<file path="config.mk">
export PLATFORM = sky130hd
export DESIGN_NAME = flash_cmd_ctrl
export DESIGN_NICKNAME = d
export VERILOG_FILES = /design/src/rtl/flash_cmd_pkg.sv /design/src/rtl/flash_block_map.sv /design/src/rtl/flash_cmd_decode.sv /design/src/rtl/flash_wsm.sv /design/src/rtl/flash_cmd_ctrl.sv
export SDC_FILE = /design/constraint.sdc
export NUM_CORES = 1
export LEC_CHECK = 0
export CELL_PAD_IN_SITES_DETAIL_PLACEMENT = 0
export CELL_PAD_IN_SITES_GLOBAL_PLACEMENT = 1
export CORE_ASPECT_RATIO = 0.75
export CORE_UTILIZATION = 35
export DETAILED_ROUTE_END_ITERATION = 6
export PLACE_DENSITY_LB_ADDON = 0.3
export SLEW_MARGIN = 20
export SYNTH_ARGS = -nofsm -noshare
export SYNTH_HDL_FRONTEND = slang
export SYNTH_SLANG_ARGS = --single-unit
</file>
<file path="constraint.sdc">
create_clock -name clk -period 5.1 [get_ports clk]
set_input_delay 1.275 -clock clk [delete_from_list [all_inputs] [get_ports clk]]
set_output_delay 1.275 -clock clk [all_outputs]
set_load 0.01 [all_outputs]
</file>
<file path="src/rtl/flash_cmd_pkg.sv">
package flash_cmd_pkg;

  localparam logic [7:0] CMD_READ_ARRAY  = 8'hFF;
  localparam logic [7:0] CMD_READ_STATUS = 8'h70;
  localparam logic [7:0] CMD_CLEAR_STAT  = 8'h50;
  localparam logic [7:0] CMD_READ_ID     = 8'h90;
  localparam logic [7:0] CMD_PROG_SETUP  = 8'h40;
  localparam logic [7:0] CMD_ERASE_SETUP = 8'h20;
  localparam logic [7:0] CMD_ERASE_OK    = 8'hD0;

  typedef enum logic [2:0] {
    M_ARRAY,
    M_STATUS,
    M_IDENT,
    M_PSETUP,
    M_ESETUP
  } host_mode_t;

  typedef enum logic [1:0] {
    W_IDLE,
    W_PROG,
    W_ERASE
  } wsm_state_t;

  // error vector layout inside the state machine: {erase, program, lockout}
  localparam int ERR_ERASE = 2;
  localparam int ERR_PROG  = 1;
  localparam int ERR_VOLT  = 0;

  function automatic logic [7:0] pack_status(input logic ready, input logic [2:0] err);
    return {ready, 1'b0, err[ERR_ERASE], err[ERR_PROG], err[ERR_VOLT], 3'b000};
  endfunction

endpackage

</file>
<file path="src/rtl/flash_block_map.sv">
module flash_block_map #(
  parameter int ADDR_W   = 18,
  parameter bit TOP_BOOT = 1'b0
) (
  input  logic [ADDR_W-1:0] addr,
  output logic [2:0]        blk_idx,
  output logic [ADDR_W-1:0] blk_first,
  output logic [ADDR_W-1:0] blk_last,
  output logic              blk_is_boot
);

  localparam int AW1 = ADDR_W + 1;
  localparam logic [AW1-1:0] PAR_SZ  = AW1'(1) << (ADDR_W - 6);
  localparam logic [AW1-1:0] QUARTER = AW1'(1) << (ADDR_W - 2);
  localparam logic [AW1-1:0] SPACE   = AW1'(1) << ADDR_W;

  // start of each block in the bottom-boot numbering, index 7 = end of space
  function automatic logic [AW1-1:0] start_of(input logic [2:0] idx);
    case (idx)
      3'd0:    return '0;
      3'd1:    return PAR_SZ * 2;
      3'd2:    return PAR_SZ * 3;
      3'd3:    return PAR_SZ * 4;
      3'd4:    return QUARTER;
      3'd5:    return QUARTER * 2;
      3'd6:    return QUARTER * 3;
      default: return SPACE;
    endcase
  endfunction

  function automatic logic [2:0] index_of(input logic [ADDR_W-1:0] a);
    logic [AW1-1:0] wa;
    logic [2:0]     r;
    wa = {1'b0, a};
    r  = 3'd6;
    for (int k = 5; k >= 0; k--) begin
      if (wa < start_of(3'(k + 1))) r = 3'(k);
    end
    return r;
  endfunction

  logic [ADDR_W-1:0] norm_addr;
  logic [AW1-1:0]    b_first_w;
  logic [AW1-1:0]    b_last_w;
  logic [ADDR_W-1:0] b_first;
  logic [ADDR_W-1:0] b_last;

  always_comb begin
    norm_addr = TOP_BOOT ? ~addr : addr;
    blk_idx   = index_of(norm_addr);
    b_first_w = start_of(blk_idx);
    b_last_w  = start_of(blk_idx + 3'd1) - AW1'(1);
    b_first   = b_first_w[ADDR_W-1:0];
    b_last    = b_last_w[ADDR_W-1:0];
  end

  generate
    if (TOP_BOOT) begin : g_top
      assign blk_first = ~b_last;
      assign blk_last  = ~b_first;
    end else begin : g_bottom
      assign blk_first = b_first;
      assign blk_last  = b_last;
    end
  endgenerate

  assign blk_is_boot = (blk_idx == 3'd0);

endmodule

</file>
<file path="src/rtl/flash_cmd_decode.sv">
module flash_cmd_decode
  import flash_cmd_pkg::*;
(
  input  logic       clk,
  input  logic       rst_n,
  input  logic       bus_we,
  input  logic [7:0] cmd_byte,
  input  logic       busy,
  output host_mode_t mode,
  output logic       wsm_start,
  output logic       wsm_erase,
  output logic       seq_err,
  output logic       clr_status
);

  host_mode_t mode_q, mode_d;
  logic       wr_ok;

  assign wr_ok = bus_we && !busy;

  always_comb begin
    mode_d     = mode_q;
    wsm_start  = 1'b0;
    wsm_erase  = 1'b0;
    seq_err    = 1'b0;
    clr_status = 1'b0;
    if (wr_ok) begin
      case (mode_q)
        M_PSETUP: begin
          wsm_start = 1'b1;
          mode_d    = M_STATUS;
        end
        M_ESETUP: begin
          if (cmd_byte == CMD_ERASE_OK) begin
            wsm_start = 1'b1;
            wsm_erase = 1'b1;
          end else begin
            seq_err = 1'b1;
          end
          mode_d = M_STATUS;
        end
        default: begin
          case (cmd_byte)
            CMD_READ_ARRAY:  mode_d = M_ARRAY;
            CMD_READ_STATUS: mode_d = M_STATUS;
            CMD_READ_ID:     mode_d = M_IDENT;
            CMD_CLEAR_STAT:  clr_status = 1'b1;
            CMD_PROG_SETUP:  mode_d = M_PSETUP;
            CMD_ERASE_SETUP: mode_d = M_ESETUP;
            default:         mode_d = mode_q;
          endcase
        end
      endcase
    end
  end

  always_ff @(posedge clk) begin
    if (!rst_n) mode_q <= M_ARRAY;
    else        mode_q <= mode_d;
  end

  assign mode = mode_q;

  // writes during a busy operation leave the mode alone
  assert_mode_held_busy_R11: assert property (@(posedge clk) disable iff (!rst_n)
    (busy && bus_we) |=> $stable(mode_q));

  // a finished setup/confirm pair always lands in status read
  assert_confirm_to_status_R9: assert property (@(posedge clk) disable iff (!rst_n)
    (wr_ok && (mode_q == M_ESETUP || mode_q == M_PSETUP)) |=> (mode_q == M_STATUS));

endmodule

</file>
<file path="src/rtl/flash_wsm.sv">
module flash_wsm
  import flash_cmd_pkg::*;
#(
  parameter int ADDR_W            = 18,
  parameter int DATA_W            = 16,
  parameter int PROG_CYCLES       = 8,
  parameter int ERASE_WORD_CYCLES = 4
) (
  input  logic              clk,
  input  logic              rst_n,
  input  logic              start,
  input  logic              op_erase,
  input  logic              seq_err,
  input  logic              clr_status,
  input  logic              vpp_low,
  input  logic              boot_lock,
  input  logic [ADDR_W-1:0] tgt_addr,
  input  logic [DATA_W-1:0] tgt_data,
  input  logic [ADDR_W-1:0] blk_first,
  input  logic [ADDR_W-1:0] blk_last,
  input  logic              blk_is_boot,
  output logic              busy,
  output logic [7:0]        status,
  output logic [ADDR_W-1:0] mem_addr,
  output logic [DATA_W-1:0] mem_wdata,
  output logic              mem_we
);

  localparam int CNT_MAX = (PROG_CYCLES > ERASE_WORD_CYCLES) ? PROG_CYCLES : ERASE_WORD_CYCLES;
  localparam int CW      = $clog2(CNT_MAX + 1);

  function automatic logic [CW-1:0] reload(input logic erase);
    return erase ? CW'(ERASE_WORD_CYCLES - 1) : CW'(PROG_CYCLES - 1);
  endfunction

  wsm_state_t        state_q;
  logic [CW-1:0]     cnt_q;
  logic [ADDR_W-1:0] cur_q, first_q, last_q;
  logic [DATA_W-1:0] data_q;
  logic [2:0]        err_q;

  logic volt_reject, lock_reject, accept, word_done, last_word;
  logic [2:0] op_bit;

  assign op_bit      = {op_erase, !op_erase, 1'b0};
  assign volt_reject = start && vpp_low;
  assign lock_reject = start && !vpp_low && boot_lock && blk_is_boot;
  assign accept      = start && !vpp_low && !(boot_lock && blk_is_boot);
  assign word_done   = (state_q != W_IDLE) && (cnt_q == '0);
  assign last_word   = (cur_q == last_q);

  always_ff @(posedge clk) begin
    if (!rst_n) begin
      state_q <= W_IDLE;
      cnt_q   <= '0;
      cur_q   <= '0;
      first_q <= '0;
      last_q  <= '0;
      data_q  <= '0;
      err_q   <= '0;
    end else begin
      case (state_q)
        W_IDLE: begin
          if (seq_err)     err_q <= err_q | 3'b110;
          if (clr_status)  err_q <= '0;
          if (volt_reject) err_q <= err_q | op_bit | 3'b001;
          if (lock_reject) err_q <= err_q | op_bit;
          if (accept) begin
            state_q <= op_erase ? W_ERASE : W_PROG;
            cur_q   <= op_erase ? blk_first : tgt_addr;
            first_q <= blk_first;
            last_q  <= blk_last;
            data_q  <= tgt_data;
            cnt_q   <= reload(op_erase);
          end
        end
        W_PROG: begin
          if (word_done) state_q <= W_IDLE;
          else           cnt_q   <= cnt_q - CW'(1);
        end
        W_ERASE: begin
          if (word_done) begin
            if (last_word) begin
              state_q <= W_IDLE;
            end else begin
              cur_q <= cur_q + ADDR_W'(1);
              cnt_q <= reload(1'b1);
            end
          end else begin
            cnt_q <= cnt_q - CW'(1);
          end
        end
        default: state_q <= W_IDLE;
      endcase
    end
  end

  assign busy      = (state_q != W_IDLE);
  assign status    = pack_status(!busy, err_q);
  assign mem_addr  = cur_q;
  assign mem_wdata = (state_q == W_ERASE) ? {DATA_W{1'b1}} : data_q;
  assign mem_we    = word_done;

  assert_start_when_idle_R11: assert property (@(posedge clk) disable iff (!rst_n)
    start |-> !busy);

  assert_lockout_no_busy_R7: assert property (@(posedge clk) disable iff (!rst_n)
    (start && vpp_low) |=> (!busy && err_q[ERR_VOLT]));

  assert_locked_boot_no_busy_R8: assert property (@(posedge clk) disable iff (!rst_n)
    (start && boot_lock && blk_is_boot) |=> !busy);

  assert_erase_in_block_R4: assert property (@(posedge clk) disable iff (!rst_n)
    (mem_we && state_q == W_ERASE) |-> (cur_q >= first_q && cur_q <= last_q));

  assert_errors_sticky_R10: assert property (@(posedge clk) disable iff (!rst_n)
    !clr_status |=> ((err_q & $past(err_q)) == $past(err_q)));

endmodule

</file>
<file path="src/rtl/flash_cmd_ctrl.sv">
module flash_cmd_ctrl
  import flash_cmd_pkg::*;
#(
  parameter int          ADDR_W            = 18,
  parameter int          DATA_W            = 16,
  parameter bit          TOP_BOOT          = 1'b0,
  parameter int          PROG_CYCLES       = 8,
  parameter int          ERASE_WORD_CYCLES = 4,
  parameter logic [15:0] MFG_ID            = 16'h00C2,
  parameter logic [15:0] DEV_ID_BOT        = 16'h4471,
  parameter logic [15:0] DEV_ID_TOP        = 16'h4470
) (
  input  logic              clk,
  input  logic              rst_n,
  input  logic [ADDR_W-1:0] bus_addr,
  input  logic [DATA_W-1:0] bus_wdata,
  input  logic              bus_we,
  output logic [DATA_W-1:0] bus_rdata,
  input  logic              vpp_low,
  input  logic              boot_lock,
  output logic [ADDR_W-1:0] mem_addr,
  output logic [DATA_W-1:0] mem_wdata,
  output logic              mem_we,
  input  logic [DATA_W-1:0] mem_rdata
);

  localparam logic [15:0] DEV_ID = TOP_BOOT ? DEV_ID_TOP : DEV_ID_BOT;

  host_mode_t        mode;
  logic              wsm_start, wsm_erase, seq_err, clr_status, busy;
  logic [7:0]        status;
  logic [2:0]        blk_idx;
  logic [ADDR_W-1:0] blk_first, blk_last, wsm_addr;
  logic              blk_is_boot;

  flash_block_map #(.ADDR_W(ADDR_W), .TOP_BOOT(TOP_BOOT)) map_i (
    .addr        (bus_addr),
    .blk_idx     (blk_idx),
    .blk_first   (blk_first),
    .blk_last    (blk_last),
    .blk_is_boot (blk_is_boot)
  );

  flash_cmd_decode dec_i (
    .clk        (clk),
    .rst_n      (rst_n),
    .bus_we     (bus_we),
    .cmd_byte   (bus_wdata[7:0]),
    .busy       (busy),
    .mode       (mode),
    .wsm_start  (wsm_start),
    .wsm_erase  (wsm_erase),
    .seq_err    (seq_err),
    .clr_status (clr_status)
  );

  flash_wsm #(
    .ADDR_W            (ADDR_W),
    .DATA_W            (DATA_W),
    .PROG_CYCLES       (PROG_CYCLES),
    .ERASE_WORD_CYCLES (ERASE_WORD_CYCLES)
  ) wsm_i (
    .clk         (clk),
    .rst_n       (rst_n),
    .start       (wsm_start),
    .op_erase    (wsm_erase),
    .seq_err     (seq_err),
    .clr_status  (clr_status),
    .vpp_low     (vpp_low),
    .boot_lock   (boot_lock),
    .tgt_addr    (bus_addr),
    .tgt_data    (bus_wdata),
    .blk_first   (blk_first),
    .blk_last    (blk_last),
    .blk_is_boot (blk_is_boot),
    .busy        (busy),
    .status      (status),
    .mem_addr    (wsm_addr),
    .mem_wdata   (mem_wdata),
    .mem_we      (mem_we)
  );

  assign mem_addr = busy ? wsm_addr : bus_addr;

  always_comb begin
    bus_rdata = DATA_W'(status);
    if (!busy) begin
      case (mode)
        M_ARRAY: bus_rdata = mem_rdata;
        M_IDENT: bus_rdata = bus_addr[0] ? DATA_W'(DEV_ID) : DATA_W'(MFG_ID);
        default: bus_rdata = DATA_W'(status);
      endcase
    end
  end

  assert_busy_reads_status_R11: assert property (@(posedge clk) disable iff (!rst_n)
    busy |-> (bus_rdata[7] == 1'b0));

  assert_target_in_block_R5: assert property (@(posedge clk) disable iff (!rst_n)
    wsm_start |-> (blk_first <= bus_addr && bus_addr <= blk_last));

  assert_boot_edge_R6: assert property (@(posedge clk) disable iff (!rst_n)
    (blk_is_boot && wsm_start) |-> (TOP_BOOT ? (blk_last == {ADDR_W{1'b1}}) : (blk_first == '0)));

endmodule

</file>
==> results of run 1 <==
-- critical path, cell delays in order --
cell	delay [ps]
clkdlybuf4s50_1	570
inv_1	140
ha_1	330
nand2b_1	200
a21oi_1	230
ha_1	230
inv_1	80
or4_1	510
ha_1	190
ha_1	190
or4_1	490
a31oi_1	160
-- per-stage QoR --
step	total power [mW]	setup WS, ps	std cells	instance area (um2)	util, %
final	1.017	729.6	724	5089	48.88
after CTS	1.025	752.9	724	5089	48.88
after detailed placement	0.5703	444.2	716	4895	47.02
after global routing	1.052	500.4	724	5089	48.88
after global placement	0.5679	543.9	716	4895	47.02
after floorplan	0.4838	1137	502	3780	-
-- power groups by stage --
stage	combinational, mW	clock (mW)	sequential, mW
detailed placement	0.147	0	0.423
finish	0.148	0.457	0.413
floorplan	0.0606	0	0.423
CTS	0.148	0.463	0.413
global route	0.161	0.477	0.414
global placement	0.145	0	0.423
-- cell type report --
class,instances,area [um2]
fillers,1032,5321
inverters,19,71.32
clock buffers,5,125.1
clock inverters,3,68.82
well taps,136,170.2
repair buffers,111,1096
multi-input cells,397,2496
flip-flops and latches,53,1061
-- worst max-delay path by stage --
stage            startpoint          endpoint  slack, ps
2_1_floorplan  bus_addr[16]  wsm_i.last_q[16]       1140
3_3_place_gp   bus_addr[16]  wsm_i.last_q[16]        540
3_5_place_dp   bus_addr[16]  wsm_i.last_q[16]        440
4_1_cts        bus_addr[16]  wsm_i.last_q[16]        750
5_1_grt        bus_addr[16]  wsm_i.last_q[16]        500
6_report       bus_addr[16]  wsm_i.last_q[16]        730
-- cell families (layout without fill, tap and decap cells) --
group	Yosys count	in the layout
adders and majority gates	14	14
AOI/OAI and AO/OA	137	137
buffers and inverters	52	138
muxes	19	19
xor gates and xnor gates	9	9
and+or+nand+nor	218	218
DFF	53	53
-- registers in the layout, summed over array words and instances, names as in the netlist --
signal          cells
wsm_i.state_q       2
dec_i.mode          3
wsm_i.err_q         3
wsm_i.data_q       16
wsm_i.mem_addr     18
wsm_i.cnt_q         4
wsm_i.last_q        7
-- cells in the final DEF (no fill, tap or decap), types with 4 or more instances in the layout --
| master | instances |
|---|---|
| nand4_1 | 7 |
| dfxtp_1 | 53 |
| nor4_1 | 4 |
| clkbuf_16 | 5 |
| nand2_1 | 72 |
| or2_2 | 19 |
| mux2_2 | 16 |
| o221a_2 | 7 |
| nor2_1 | 36 |
| inv_1 | 19 |
| nand2b_1 | 10 |
| nor3_1 | 17 |
| a21oi_1 | 50 |
| a31oi_1 | 5 |
| clkdlybuf4s50_1 | 105 |
| a211oi_1 | 4 |
| o21a_1 | 5 |
| o21ai_0 | 25 |
| xor2_1 | 7 |
| nor2b_1 | 4 |
| and2_1 | 8 |
| o32ai_1 | 6 |
| nand3_1 | 15 |
| or4_1 | 7 |
| o31ai_1 | 4 |
| ha_1 | 14 |
| and3_1 | 4 |
| buf_4 | 6 |
-- layer usage --
layer / share of wire, % / GRT usage [%]
met5: 0 / 0
met4: 0.67 / 3.704
met3: 6.5 / 4.229
met2: 42 / 31.40
met1: 50 / 29.37
==> impl_metrics.csv, run 1 <==
group,metric,value,unit
run_status,status,"completed",
worst_hold_path,min_to,"wsm_i.data_q[15]",
worst_hold_path,hold_depth,2,
sta,hold-worst-slack,449.8,ps
power_and_ir_drop,clockPowerShare,44.9,%
sta,max_slew_margin,37.25,%
logic_synthesis,ys_types,62,
clocking,cts_hold_buffers,0,
sta,clock_skew,4.441,ps
logic_synthesis,synth_nets,571,
power_and_ir_drop,irDropWorstVdd,0.1242,mV
logic_synthesis,synth_edf_count,0,
sta,fin_crit,4370,ps
logic_synthesis,synthCells,502,
power_and_ir_drop,power_frac_seq,40.6,%
logic_synthesis,synth_xor_area_share,2.085,%
logic_synthesis,synth.area.top_cells,"dfxtp_1 28%, nand2_1 7.1%, a21oi_1 6.6%",
sta,fin_crit_sh,85.69,%
logic_synthesis,ys_seq_area_share,28.07,%
sta,clock.fmax,0.2288,GHz
sta,fin_tns_setup,0,ps
final_layout,antenna_cells,0,
logic_synthesis,synth_mux_area_share,5.561,%
worst_setup_path,end_kind,"register",
clocking,cts.sinks,53,
logic_synthesis,yosysMostFrequentCell,"nand2_1",
final_layout,syn_to_final_growth,34.62,%
worst_hold_path,hold_start,"wsm_i.data_q[15]",
worst_setup_path,rr_endpoint,"wsm_i.mem_addr[8]",
clocking,tritoncts,"done",
clocking,postCtsResizedCells,0,
global_routing,grt_antenna_before_repair,0,
logic_synthesis,synth_common_cells,"72 x nand2_1, 53 x dfxtp_1, 50 x a21oi_1",
clocking,clockRootBuffer,"clkbuf_16",
sta,report.final.slew_viol_count,0,
die,dieWidth,122,um
worst_setup_path,critPathLaunchType,"input pin",
power_and_ir_drop,cellInternalPower,781.3,uW
clocking,clock_latency,300,ps
logic_synthesis,synth_adder_area_share,4.634,%
logic_synthesis,avgSynthCellArea,7.530,um2
logic_synthesis,synth_compound_area_share,24.59,%
clocking,postCtsSetupBuffers,0,
final_layout,final_layout_size_suffix_gt1_share,11.05,%
place,portBuffers,105,
die,core_area,10410,um2
worst_setup_path,r2r_slack,1770,ps
clocking,htree_levels,2,
logic_synthesis,ys_async_sr_fraction,0,%
logic_synthesis,yosysTopAreaCell,"dfxtp_1",
clocking,clkTransAtPathRegs,70,ps
route,num_vias,3974,
die,start_util,36.31,%
sta,setup_viol,0,
power_and_ir_drop,swShare,23.22,%
route,first_pass_iters,5,
worst_setup_path,crit_required,5330,ps
logic_synthesis,synth_top_area_share,28.07,%
die,dieArea,11220,um2
worst_setup_path,reg2reg_depth,8,
route,drc,0,
sta,tightest_slew,936.7,ps
sta,rsz0062_at_grt,"no",
die,die_h,92,um
logic_synthesis,synthFlopType,"dfxtp_1",
global_routing,grt_usage,20.47,%
route,dr.first_iter.drc_count,245,
place,hpwlAfterDp,8.212,mm
final_layout,nNetsFinal,656,
worst_hold_path,hold_class,"register to register",
worst_setup_path,path_max_fanout,9,
route,ant_nets,0,
global_routing,overflow,0,
logic_synthesis,yosysWarnings,0,
logic_synthesis,synth_seq_cells,53,
place,gp_congestion,0.8737,
global_routing,grt_pass1_wl,18.26,mm
power_and_ir_drop,leakage,1.956,nW
logic_synthesis,synth_top_family_by_area,"simple AND/OR/NAND/NOR gates",
sta,finalHoldViolations,0,
power_and_ir_drop,power_switching,236.2,uW
worst_setup_path,worstSetupPathType,"input pin to register",
die,ios,106,
global_routing,grt_max_degree,40,
global_routing,grt_pass1_vias,3618,
logic_synthesis,synth_simple_gate_area_share,29.16,%
route,wirelength,11.40,mm
job,maxCapViolCount,0,
power_and_ir_drop,pwr_density_cell,200.0,nW/um2
route,wl_per_cell,15.74,um
die,row_count,32,
clocking,cts_made_buffers,5,
logic_synthesis,syn_area,3780,um2
worst_setup_path,r2r-start,"wsm_i.state_q[0]",
route,routed_via_density,5.489,
worst_setup_path,worstPathArrival,4600,ps
power_and_ir_drop,p_comb_share,14.5,%
clocking,clockBufferDepth,2,
No activity file was read; power rests on OpenSTA's default activity.
==> run 2: changes to the inputs <==
--- a/config.mk
+++ b/config.mk
@@ -5,10 +5,8 @@
 export SDC_FILE = /design/constraint.sdc
 export NUM_CORES = 1
 export LEC_CHECK = 0
-export CELL_PAD_IN_SITES_DETAIL_PLACEMENT = 0
-export CELL_PAD_IN_SITES_GLOBAL_PLACEMENT = 1
 export CORE_ASPECT_RATIO = 0.75
-export CORE_UTILIZATION = 35
+export CORE_UTILIZATION = 49
 export DETAILED_ROUTE_END_ITERATION = 6
 export PLACE_DENSITY_LB_ADDON = 0.3
 export SLEW_MARGIN = 20
==> run 2 against run 1 <==
Net effect:
- final cell count down 4.8%
- global-route usage up 6.3 points
- sequential power about the same
- largest cell class unchanged
- fmax down 0.95%
- register-to-register slack better by 190 ps
- combinational power about the same
- critical endpoint unchanged
- flip-flop and latch count unchanged
- sequential share of layout area up 0.61 points
- count of clock-buffer cells in the layout unchanged
- largest power group is now registers
- via count up 2.2%
==> impl_metrics.csv, run 2 (synthesis results as in run 1) <==
group,metric,value,unit
worst_setup_path,cp_slowest_stage_delay,600,ps
final_layout,syn_to_final_growth,30.82,%
worst_hold_path,hold_depth,2,
final_layout,final_cell_mix,"105 x clkdlybuf4s50_1, 72 x nand2_1, 53 x dfxtp_1, 50 x a21oi_1, 36 x nor2_1",
worst_setup_path,critPathLaunchType,"input pin",
sta,rsz0062_at_grt,"no",
sta,fin_crit,4412,ps
sta,finalHoldViolations,0,
sta,hold-worst-slack,455.9,ps
route,ant_nets,0,
power_and_ir_drop,leakage,1.906,nW
sta,tightest_slew,1001,ps
route,num_vias,4061,
worst_setup_path,path_max_fanout,9,
die,dieArea,8073,um2
worst_setup_path,crit_required,5350,ps
clocking,clkTransAtPathRegs,110,ps
die,core_area,7398,um2
clocking,cts_made_buffers,5,
sta,clock_skew,14.57,ps
worst_setup_path,critical_path.slowest_cell,"clkdlybuf4s50_1",
sta,report.final.slew_viol_count,0,
die,dieWidth,103.4,um
sta,max_slew_margin,33.01,%
final_layout,final_layout_size_suffix_gt1_share,11.05,%
worst_setup_path,critical_path.most_common_cell,"ha_1",
clocking,cts.sinks,53,
worst_hold_path,hold_class,"register to register",
place,gp_congestion,0.8422,
run_status,status,"completed",
route,dr.first_iter.drc_count,262,
worst_setup_path,reg2reg_depth,8,
die,die_h,78.06,um
global_routing,grt_pass1_vias,3568,
power_and_ir_drop,pwr_density_cell,165.6,nW/um2
global_routing,grt_pass1_wl,17.25,mm
clocking,htree_levels,2,
route,first_pass_iters,5,
sta,setup_viol,0,
power_and_ir_drop,irDropWorstVdd,0.1367,mV
global_routing,overflow,0,
sta,setup_slack,687.8,ps
final_layout,design_area,4945,um2
place,portBuffers,105,
final_layout,layout_commonest_cell,"clkdlybuf4s50_1",
worst_setup_path,cp_cell_sequence,"clkdlybuf4s50_1 > inv_1 > ha_1 > nand2b_1 > a21oi_1 > ha_1 > inv_1 > or4_1 > ha_1 > ha_1 > or4_1 > a31oi_1",
global_routing,grt_max_degree,40,
final_layout,largest_register_ffs,18,
route,drc,0,
clocking,clock_latency,320,ps
worst_setup_path,worstPathArrival,4660,ps
clocking,postCtsResizedCells,0,
route,routed_via_density,5.894,
place,hpwlAfterDp,7.908,mm
clocking,clockBufferDepth,2,
sta,fin_tns_setup,0,ps
die,start_util,51.09,%
power_and_ir_drop,total_power,818.8,uW
route,wl_per_cell,15.95,um
final_layout,nNetsFinal,656,
global_routing,grt_antenna_before_repair,0,
place,dpl_cell_area,4851,um2
worst_setup_path,worstSetupPathType,"input pin to register",
place,dp_cells,681,
global_routing,grt_usage,26.78,%
clocking,cts_hold_buffers,0,
job,maxCapViolCount,0,
final_layout,finalCoreUtilization,66.84,%
sta,fin_crit_sh,86.51,%
sta,clock.fmax,0.2266,GHz
die,row_count,27,
final_layout,fin_cells,689,
clocking,tritoncts,"done",
final_layout,num-fill-cells,601,
place,post-place-ws,464.3,ps
route,wirelength,10.99,mm
die,ios,106,
final_layout,antenna_cells,0,
clocking,postCtsSetupBuffers,0,
worst_setup_path,end_kind,"register",
clocking,clockRootBuffer,"clkbuf_8",
run 2: cell types whose count changed in the layout (fill, tap and decap cells not counted), sizes merged:
| cell | before | now |
|---|---|---|
| bufinv | 2 | 0 |
| clkinv | 0 | 1 |
| clkinvlp | 0 | 1 |
run 2: area by class of cell:
type / instances / area, um2 / share of cell area (%)
repair buffers: 111 / 1096 / 22.17
clock inverters: 3 / 25.02 / 0.5061
inverters: 19 / 71.32 / 1.442
clock buffers: 5 / 68.82 / 1.392
well taps: 101 / 126.4 / 2.556
flip-flops and latches: 53 / 1061 / 21.46
multi-input cells: 397 / 2496 / 50.48
run 2: final timing paths:
| check | to | from | slack [ps] |
|---|---|---|---|
| max | wsm_i.last_q[16] | bus_addr[17] | 690 |
| min | wsm_i.data_q[15] | wsm_i.data_q[15] | 460 |
| max reg2reg | wsm_i.mem_addr[8] | wsm_i.state_q[1] | 1960 |
| min reg2reg | wsm_i.data_q[15] | wsm_i.data_q[15] | 460 |
run 2: report_power, final:
| group | switching, mW | leakage, nW | internal (mW) |
|---|---|---|---|
| Clock | 0.157 | 0.0447 | 0.0996 |
| Combinational | 0.0642 | 1.43 | 0.0843 |
| Sequential | 0.0000827 | 0.427 | 0.414 |
| Total | 0.221 | 1.91 | 0.598 |
run 2: critical path: cells and delay by family:
family / cells / cell delay [ps]
and+or+nand+nor: 3 / 1240
adders and majority gates: 4 / 920
buffers and inverters: 3 / 820
AOI/OAI and AO/OA: 2 / 410
run 2: per-layer routing:
metal | up-vias | GRT usage (%) | wire, um
li1 | 1965 | - | -
met1 | 1903 | 37.75 | 5004
met2 | 176 | 42.91 | 5061
met3 | 17 | 4.007 | 839
met4 | 0 | 5.915 | 84
met5 | - | 0 | 0
